$ cat config.mk
export PLATFORM = sky130hd
export DESIGN_NAME = pwm_timer_channel
export DESIGN_NICKNAME = d
export VERILOG_FILES = /design/src/rtl/pwm_timer_pkg.sv /design/src/rtl/pwm_cfg_regs.sv /design/src/rtl/pwm_down_counter.sv /design/src/rtl/pwm_irq_flag.sv /design/src/rtl/pwm_timer_channel.sv
export SDC_FILE = /design/constraint.sdc
export NUM_CORES = 1
export LEC_CHECK = 0
export BUFFER_PORTS_ARGS = -buffer_cell sky130_fd_sc_hd__buf_2
export CORE_MARGIN = 5
export CORE_UTILIZATION = 57
export DETAILED_ROUTE_END_ITERATION = 8
export PLACE_DENSITY = 0.79
export SLEW_MARGIN = 10
export SYNTH_ARGS = -nofsm -noshare
export SYNTH_HDL_FRONTEND = slang
export SYNTH_SLANG_ARGS = --single-unit
$ cat constraint.sdc
create_clock -name clk -period 2.5 [get_ports clk]
set_input_delay 0.125 -clock clk [delete_from_list [all_inputs] [get_ports clk]]
set_output_delay 0.125 -clock clk [all_outputs]
set_load 0.01 [all_outputs]
$ cat src/rtl/pwm_timer_pkg.sv
package pwm_timer_pkg;

  typedef enum logic [1:0] {
    SEL_LOW  = 2'd0,
    SEL_HIGH = 2'd1,
    SEL_CTRL = 2'd2
  } reg_sel_e;

  // Control word: bit 0 enable, bit 1 user mode, bit 2 mask, bit 3 pwm mode
  typedef struct packed {
    logic pwm;
    logic mask;
    logic user;
    logic en;
  } ctrl_t;

  localparam int CTRL_W = 4;

endpackage

$ cat src/rtl/pwm_cfg_regs.sv
module pwm_cfg_regs
  import pwm_timer_pkg::*;
#(
  parameter int CNT_W = 16
) (
  input  logic             clk,
  input  logic             rst,
  input  logic             wr_en,
  input  logic [1:0]       wr_sel,
  input  logic [CNT_W-1:0] wr_data,
  output logic [CNT_W-1:0] load_lo,
  output logic [CNT_W-1:0] load_hi,
  output ctrl_t            ctrl,
  output logic             start
);

  logic  ctrl_wr;
  ctrl_t ctrl_new;

  assign ctrl_wr  = wr_en && (reg_sel_e'(wr_sel) == SEL_CTRL);
  assign ctrl_new = ctrl_t'(wr_data[CTRL_W-1:0]);
  // Restart only when enable goes from clear to set
  assign start    = ctrl_wr && ctrl_new.en && !ctrl.en;

  always_ff @(posedge clk) begin
    if (rst) begin
      load_lo <= '0;
      load_hi <= '0;
      ctrl    <= '0;
    end else if (wr_en) begin
      unique case (reg_sel_e'(wr_sel))
        SEL_LOW:  load_lo <= wr_data;
        SEL_HIGH: load_hi <= wr_data;
        SEL_CTRL: ctrl    <= ctrl_new;
        default:  ;
      endcase
    end
  end

endmodule

$ cat src/rtl/pwm_down_counter.sv
module pwm_down_counter #(
  parameter int CNT_W = 16
) (
  input  logic             clk,
  input  logic             rst,
  input  logic             start,
  input  logic             en,
  input  logic             user_mode,
  input  logic             pwm_mode,
  input  logic [CNT_W-1:0] load_lo,
  input  logic [CNT_W-1:0] load_hi,
  output logic [CNT_W-1:0] count,
  output logic             phase,
  output logic             expire,
  output logic             period_end
);

  localparam logic [CNT_W-1:0] WRAP_VAL = '1;

  logic             dual;
  logic [CNT_W-1:0] reload_val;

  assign dual = user_mode && pwm_mode;

  always_comb begin
    if (!user_mode)          reload_val = WRAP_VAL;
    else if (dual && !phase) reload_val = load_hi;
    else                     reload_val = load_lo;
  end

  assign expire     = en && !start && (count == '0);
  assign period_end = expire && (!dual || phase);

  always_ff @(posedge clk) begin
    if (rst) begin
      count <= '0;
      phase <= 1'b0;
    end else if (start) begin
      count <= load_lo;
      phase <= 1'b0;
    end else if (en) begin
      if (count == '0) begin
        count <= reload_val;
        phase <= ~phase;
      end else begin
        count <= count - 1'b1;
      end
    end
  end

endmodule

$ cat src/rtl/pwm_irq_flag.sv
module pwm_irq_flag (
  input  logic clk,
  input  logic rst,
  input  logic set,
  input  logic clr,
  input  logic mask,
  output logic raw,
  output logic irq
);

  always_ff @(posedge clk) begin
    if (rst)      raw <= 1'b0;
    else if (set) raw <= 1'b1;
    else if (clr) raw <= 1'b0;
  end

  assign irq = raw & ~mask;

endmodule

$ cat src/rtl/pwm_timer_channel.sv
module pwm_timer_channel
  import pwm_timer_pkg::*;
#(
  parameter int CNT_W = 16
) (
  input  logic             clk,
  input  logic             rst,
  input  logic             wr_en,
  input  logic [1:0]       wr_sel,
  input  logic [CNT_W-1:0] wr_data,
  input  logic             eoi,
  output logic [CNT_W-1:0] cur_val,
  output logic             pwm_out,
  output logic             irq_raw,
  output logic             irq
);

  logic [CNT_W-1:0] load_lo;
  logic [CNT_W-1:0] load_hi;
  ctrl_t            ctrl_q;
  logic             start;
  logic [CNT_W-1:0] count;
  logic             phase;
  logic             expire;
  logic             period_end;

  pwm_cfg_regs #(.CNT_W(CNT_W)) u_regs (
    .clk     (clk),
    .rst     (rst),
    .wr_en   (wr_en),
    .wr_sel  (wr_sel),
    .wr_data (wr_data),
    .load_lo (load_lo),
    .load_hi (load_hi),
    .ctrl    (ctrl_q),
    .start   (start)
  );

  pwm_down_counter #(.CNT_W(CNT_W)) u_cnt (
    .clk        (clk),
    .rst        (rst),
    .start      (start),
    .en         (ctrl_q.en),
    .user_mode  (ctrl_q.user),
    .pwm_mode   (ctrl_q.pwm),
    .load_lo    (load_lo),
    .load_hi    (load_hi),
    .count      (count),
    .phase      (phase),
    .expire     (expire),
    .period_end (period_end)
  );

  pwm_irq_flag u_irq (
    .clk  (clk),
    .rst  (rst),
    .set  (period_end),
    .clr  (eoi),
    .mask (ctrl_q.mask),
    .raw  (irq_raw),
    .irq  (irq)
  );

  assign cur_val = count;
  assign pwm_out = ctrl_q.en & phase;

  logic unused_expire;
  assign unused_expire = expire;

endmodule

## After elaboration in Yosys (flattened, before gate mapping)

Index checks and enable logic that the tools add are counted.

| operators by class | value |
|---|---|
| reductions and logical operators | 22 |
| $add $sub $neg | 1 |
| bitwise logic cells | 4 |
| multiplexer cells | 7 |
| equality and inequality tests | 2 |

Operators with widths:

| operator | count |
|---|---|
| $mux W16 | 5 |
| $logic_not A16 Y1 | 1 |
| $sub A16 B1 Y16 const B | 1 |
| $logic_and A1 B1 Y1 | 8 |
| $reduce_and A2 Y1 | 4 |
| $logic_not A1 Y1 | 4 |
| $reduce_bool A2 Y1 | 2 |
| $and A1 B1 Y1 | 2 |
| $eq A2 B1 Y1 const B | 1 |
| $eq A2 B2 Y1 const B | 1 |
| $logic_not A2 Y1 | 1 |
| $mux W1 | 2 |
| $not A1 Y1 | 2 |
| $reduce_or A2 Y1 | 1 |
| $logic_or A1 B1 Y1 | 1 |

| storage, ports and cells | value |
|---|---|
| input bits | 22 |
| bits in registers | 54 |
| output and inout port bits | 19 |

## Logic depth before layout (Yosys ltp)

Gate-level depths: netlist of the first run.

| logic depth | value |
|---|---|
| word-level depth | 9 |
| mapped depth | 7 |

## Modules after synthesis

From an unflattened synthesis of the first run, not the netlist that was laid out.

| unflattened totals | value |
|---|---|
| cell total of the unflattened synthesis | 354 |
| area, all modules | 3154.3 sq um |

Modules (own cells, without submodules):

| module | instances | area an instance (sq um) | cells an instance |
|---|---|---|---|
| pwm_down_counter | 1 | 1612.8 | 211 |
| pwm_cfg_regs | 1 | 1490.2 | 137 |
| pwm_irq_flag | 1 | 45.0 | 5 |
| pwm_timer_channel | 1 | 6.3 | 1 |

## Least setup slack after synthesis of the first run

OpenSTA, ideal clock, no wires.

| timing path | value |
|---|---|
| kind | register to register |
| start point | reg u_cnt.count[0] |
| end point | reg u_cnt.count[10] |
| slack | 612 ps |
| setup time | 136 ps |
| period minus slack after synthesis | 1888 ps |
| required time | 2364 ps |
| arrival time | 1752 ps |
| cell stages (with the launch flop) | 8 |
| cells stage by stage | dfxtp_1 > inv_1 > ha_1 > nor3b_1 > nand3_1 > xnor2_1 > a2111oi_0 > nor4_1 |

| on the way | value |
|---|---|
| longest elaborated chain between the ends | 4 |

RTL lines:

| item | line | text |
|---|---|---|
| from (decl) | pwm_down_counter.sv:12 | `output logic [CNT_W-1:0] count,` |
| from (signal assigned) | pwm_down_counter.sv:39 | `count <= load_lo;` |
| from (signal assigned) | pwm_down_counter.sv:43 | `count <= reload_val;` |
| from (signal assigned) | pwm_down_counter.sv:46 | `count <= count - 1'b1;` |
| $sub A16 B1 Y16 / $logic_not A16 Y1 (equally long branches) | pwm_down_counter.sv:46, pwm_down_counter.sv:42 |  |
| $mux W16 (*) | pwm_down_counter.sv:42 | `if (count == '0) begin` |
| $mux W16 (*) | pwm_down_counter.sv:41 | `end else if (en) begin` |
| $mux W16 (*) | pwm_down_counter.sv:38 | `end else if (start) begin` |

Mark *: on every way between the ends. The rest lies on a longest branch, timed or not. The select of a mux whose other input is x is not followed.
A chain may end at the register's enable or synchronous reset.

## Worst setup path in the final report of the first run

| timing path | value |
|---|---|
| start point | reg u_cnt.count[2] |
| end point | reg u_cnt.count[0] |

| on the way | value |
|---|---|
| longest elaborated chain between the ends | 4 |

RTL lines:

| item | line |
|---|---|
| $logic_not A16 Y1 | pwm_down_counter.sv:42 |
| $mux W16 | pwm_down_counter.sv:42 |
| $mux W16 | pwm_down_counter.sv:41 |
| $mux W16 | pwm_down_counter.sv:38 |

Every way passes these cells. The select of a mux whose other input is x is not followed.

==> flow_summary.yaml, run 1 <==
logic_synthesis:
  ys.flop_type: "dfxtp_1"
  synth-seq-cells: 54
  synth_warnings: 0
  ys_seq_area_share_pct: 36.2
  netlist_instances: 357
  avgSynthCellArea_um2: 8.36
  synth_compound_area_share_pct: 19.8
  synthAdderAreaFrac_pct: 0.839
  synth_cell_type_count: 60
  syn_nets: 381
  synthMuxAreaShare_pct: 8.47
  synth_xor_area_share_pct: 2.94
  synth_edf_count: 0
  synth_simple_gate_area_share_pct: 25.8
  synth_area_um2: 2980
  synthArstFlopShare_pct: 0
  synth_top_family_by_area: "simple AND/OR/NAND/NOR gates"
cells_and_area:
  diodes: 0
  drive_gt1_share_pct: 22.7
  layout_common_cells: "nand2_1, dfxtp_1, buf_2"
  layout_commonest_cell: "nand2_1"
  area_growth_pct: 10.9
  nNetsFinal: 411
  fin_util_pct: 64.8
  final_cell_area_um2: 3310
clock_network:
  clock_path_buffers: 2
  root_buffer: "clkbuf_8"
  holdBufCountCts: 0
  worstSkewPairLatency_ns: 0.31
  path_clk_slew_ns: 0.10
  post_cts.repair.setup_buffers: 0
  ctsResizeCount: 0
  cts_buffers: 5
  cts_tree: "done"
  h-tree-depth: 2
  clock_sinks: 54
sta:
  relSlewSlack_pct: 54.3
  fin_skew_ns: 0.00575
  worst_slew_pin_slew_ns: 0.684
  hold_slack_ns: 0.0606
  setup_viol: 0
  period_share_pct: 85.7
  period_needed_ns: 2.14
  setup_tns_ns: 0
  rsz0062_at_grt: "false"
  max_freq_ghz: 0.467
  final_max_slew_viol_count: 0
  finalHoldViolations: 0
die:
  core_um2: 5110
  chipHeight_um: 82.4
  die_area_um2: 6780
  start_util_pct: 58.4
  placementRows: 26
  io_pins: 41
  die_x_um: 82.4
drt:
  wirelength_um: 7920
  num_vias: 2780
  first_iter_violations: 228
  via_per_inst: 6.07
  drt_pass1_iterations: 5
  ant_nets: 0
  wire_per_inst_um: 17.3
  drcViolationCount: 0
worst_setup_path:
  path_max_fanout: 9
  crit_family: "simple AND/OR/NAND/NOR gates"
  path_buf_inv: 1
  cp.required_ns: 2.71
  arrival_ns: 2.36
  end_kind: "flop"
  startpoint_type: "flop"
  path_cells: "nor4_4, nand4_1, nor3_2, buf_4, o21ai_1, a2111oi_2"
  slowest_stage: "dfxtp_1"
  cpPeakStageDelay_ns: 0.43
  worst-setup-path-type: "flop to flop"
  timing.rr.start: "u_cnt.count[2]"
  cp-startpoint: "u_cnt.count[2]"
flow_run:
  cap_violations: 0
power_and_ir_drop:
  power_leakage_uw: 0.00129
  peakVddDrop_v: 0.000425
  p_per_area_nw_per_um2: 657
status:
  outcome: "finished, final reports clean"
global_routing:
  grt_pass1_wl_um: 12600
  grt.overflow.total: 0
  antenna_found_initial: 0
  grt_util_all_layers_pct: 24.0
  grt_max_degree: 28
  grt_pass1_vias: 2630
placed_design:
  hpwlAfterDp_um: 5710
  post_dp_cell_area_um2: 3200
  numPortBuffers: 40
  gp_congestion: 0.980
hold_path:
  hold_start: "wr_data[13]"
  hp-class: "input port to flop"
layer usage:
| metal | track usage, % | part of all wire (%) | vias to the layer above |
|---|---|---|---|
| met3 | 3.90 | 7.8 | 17 |
| li1 | - | - | 1332 |
| met1 | 32.6 | 44 | 1298 |
| met4 | 7.81 | 2.4 | 0 |
| met5 | 0 | 0 | - |
| met2 | 38.7 | 46 | 133 |
power breakdown:
part | total (µW) | internal, µW | switching [µW]
logic | 609 | 261 | 348
clock network | 587 | 299 | 288
registers | 976 | 904 | 72.5
total | 2170 | 1460 | 708
path summary, 6_finish.rpt:
| path | slack (ns) | cells past startpoint | end |
|---|---|---|---|
| worst max-delay path | 0.36 | 6 | u_cnt.count[0] |
| worst min-delay path | 0.06 | 3 | u_regs.load_hi[13] |
| worst max register to register | 0.36 | 6 | u_cnt.count[0] |
| worst min register to register | 0.47 | 2 | u_regs.load_hi[0] |
Yosys cell counts (all sizes together), types with 5 or more instances:
cell     n  area, µm²
a211oi   7       62.6
a21oi   36        180
buf     12       92.6
clkbuf  14       52.6
dfxtp   54       1080
inv      6       22.5
mux2    10        113
mux2i   14        140
nand2   78        295
nand3    6       35.0
nand4    6       37.5
nor2    21       78.8
nor2b    7       43.8
nor3     6       45.0
nor4     6       88.8
o21ai   10       50.0
o21bai   7       52.6
o221ai   7       67.6
xnor2    5       43.8
xor2     5       43.8
final cells by class:
type	instances	area [µm²]
clock buffers	6	72.6
clock inverters	2	37.5
fillers	462	1800
inverters	6	22.5
multi-input cells	270	1730
flip-flops and latches	54	1080
well taps	70	87.6
repair buffers	50	275
tightest hold or removal path, delay by kind of cell:
kind | cells | cell delay, ns
and+or+nand+nor | 1 | 0.05
buffers and inverters | 1 | 0.11
AOI/OAI and AO/OA | 1 | 0.05
cells by family after synthesis:
| kind of cell | count (synthesis) |
|---|---|
| buffers and inverters | 33 |
| flip-flops | 54 |
| AND/OR/NAND/NOR | 148 |
| multiplexers | 24 |
| adder cells (fa/ha/maj) | 2 |
| XOR/XNOR | 10 |
| AO/OA/AOI/OAI | 86 |
state kept, by name, summed over array words and instances, names as in the netlist:
register / cells
u_irq.raw: 1
u_regs.ctrl: 4
u_cnt.count: 16
u_regs.load_lo: 16
u_regs.load_hi: 16
u_cnt.phase: 1
per-stage QoR:
step | instances | worst slack [ns] | power, µW
after global routing | 458 | 0.241 | 2270
after global placement | 450 | 0.500 | 1570
after floorplan | 357 | 0.612 | 1450
final | 458 | 0.357 | 2170
after CTS | 458 | 0.397 | 2170
after detailed placement | 450 | 0.405 | 1590
Note: power is estimated with default switching activity, not from simulation.
==> run 2: changes to the inputs <==
ABC_CLOCK_PERIOD_IN_PS = 2500   (was not set)
CORE_UTILIZATION = 59   (was 57)
CTS_BUF_LIST = sky130_fd_sc_hd__clkbuf_8   (was not set)
PLACE_DENSITY = 0.82   (was 0.79)
==> run 2 against run 1 <==
Non-clock buffer count shrank 2; register-to-register slack gained 0.16 ns; clock power about the same; critical path depth unchanged; final cell count fell by 1.1%; count of clock-buffer cells in the layout fell by 1; largest power group unchanged.
==> flow_summary.yaml, run 2 (synthesis gave the netlist of run 1 again) <==
worst_setup_path:
  path_cells: "nor4_4, nand4_1, nor3_2, buf_4, o21ai_1, a2111oi_2"
  startpoint_type: "flop"
  cpPeakStageDelay_ns: 0.44
  slowest_stage: "dfxtp_1"
  timing.rr.start: "u_cnt.count[2]"
  worst-setup-path-type: "flop to flop"
  r2r-end: "u_cnt.count[0]"
  arrival_ns: 2.20
  crit_family: "simple AND/OR/NAND/NOR gates"
  cp.depth: 6
  path_max_fanout: 13
  ff2ff_setup_slack_ns: 0.52
  end_kind: "flop"
  path_buf_inv: 1
  cp.required_ns: 2.71
  r2r_cells: 6
drt:
  wire_per_inst_um: 17.1
  drt-met1-wl_um: 3710
  via_per_inst: 6.07
  drt_pass1_iterations: 5
  drcViolationCount: 0
  num_vias: 2750
  ant_nets: 0
  wirelength_um: 7740
  highest_layer: "met4"
  first_iter_violations: 262
  wl_met2_um: 3390
  met3WireLength_um: 550
die:
  chipHeight_um: 81.1
  placementRows: 25
  io_pins: 41
  start_util_pct: 61.9
  die_x_um: 81.1
  die_area_um2: 6580
  core_um2: 4820
sta:
  setup_viol: 0
  setup_slack_ns: 0.517
  period_share_pct: 79.3
  max_freq_ghz: 0.504
  fin_skew_ns: 0.00559
  period_needed_ns: 1.98
  rsz0062_at_grt: "false"
  worst_slew_pin_slew_ns: 0.972
  setup_tns_ns: 0
  final_max_slew_viol_count: 0
  finalHoldViolations: 0
  relSlewSlack_pct: 35.0
cells_and_area:
  diodes: 0
  top_regs: "u_cnt.count x16, u_regs.load_hi x16, u_regs.load_lo x16"
  layout_common_cells: "nand2_1, dfxtp_1, buf_2"
  area_growth_pct: 10.0
  drive_gt1_share_pct: 22.3
  nNetsFinal: 409
  final_cell_area_um2: 3280
  layout_commonest_cell: "nand2_1"
hold_path:
  hp-class: "input port to flop"
  worstHoldPathCells: 3
  hold_start: "wr_data[7]"
  hold-path-endpoint: "u_regs.load_hi[7]"
flow_run:
  cap_violations: 0
power_and_ir_drop:
  peakVddDrop_v: 0.000462
  power_leakage_uw: 0.00128
  p_per_area_nw_per_um2: 660
global_routing:
  grt_pass1_vias: 2516
  grt.overflow.total: 0
  antenna_found_initial: 0
  grt_util_all_layers_pct: 24.7
  grt_max_degree: 31
  grt_pass1_wl_um: 12700
clock_network:
  holdBufCountCts: 0
  root_buffer: "clkbuf_8"
  clock_sinks: 54
  h-tree-depth: 2
  cts_tree: "done"
  worstSkewPairLatency_ns: 0.31
  cts_buffers: 5
  ctsResizeCount: 0
  clock_path_buffers: 2
  path_clk_slew_ns: 0.10
  post_cts.repair.setup_buffers: 0
placed_design:
  post_dp_cell_area_um2: 3170
  numPortBuffers: 40
  hpwlAfterDp_um: 5480
  pre_cts_ws_ns: 0.566
  gp_congestion: 0.967
status:
  outcome: "finished, final reports clean"
==> run 2: cell types whose count changed in the layout (fill, tap and decap cells not counted), sizes merged <==
| cell | change |
|---|---|
| buf | -2 |
| clkbuf | -1 |
| clkinv | +2 |
| clkinvlp | -1 |
==> run 2: power breakdown <==
group,internal (µW),switching (µW)
combinational,259,341
sequential,904,76.4
clock,295,292
total,1460,709
==> run 2: worst register-to-register path, stage by stage (launching register included) <==
cell,delay (ns)
dfxtp_1,0.44
nor4_4,0.35
nand4_1,0.25
nor3_2,0.16
buf_4,0.24
o21ai_1,0.09
a2111oi_2,0.36
==> run 2: layer usage <==
layer	vias to the layer above	GRT usage, %
met5	-	0
met4	0	7.26
met2	120	37.1
li1	1320	-
met3	11	3.99
met1	1299	36.4
==> run 2: how the worst max path moves through the flow <==
stage / to / slack [ns] / start
global placement: u_cnt.count[0] / 0.57 / u_cnt.count[4]
global route: u_cnt.count[0] / 0.39 / u_cnt.count[4]
detailed placement: u_cnt.count[0] / 0.57 / u_cnt.count[2]
CTS: u_cnt.count[0] / 0.54 / u_cnt.count[2]
finish: u_cnt.count[0] / 0.52 / u_cnt.count[2]
floorplan: u_cnt.count[10] / 0.61 / u_cnt.count[0]
==> run 2: cell type report <==
| type | instances | area [µm²] |
|---|---|---|
| fill | 434 | 1530 |
| sequential | 54 | 1080 |
| inverter | 6 | 22.5 |
| clock buffer | 5 | 68.8 |
| clock inverter | 3 | 40.0 |
| tap | 67 | 83.8 |
| timing repair buffer | 48 | 260 |
| multi-input combinational | 270 | 1730 |
==> run 2: stage by stage <==
| step | cells | utilization [%] | hold slack [ns] | total power (µW) |
|---|---|---|---|---|
| 2_1_floorplan | 357 | - | 0.261 | 1450 |
| 3_3_place_gp | 445 | 65.9 | 0.377 | 1580 |
| 3_5_place_dp | 445 | 65.9 | 0.384 | 1590 |
| 4_1_cts | 453 | 68.2 | 0.0494 | 2170 |
| 5_1_grt | 453 | 68.2 | 0.0489 | 2270 |
| 6_report | 453 | 68.2 | 0.0586 | 2170 |
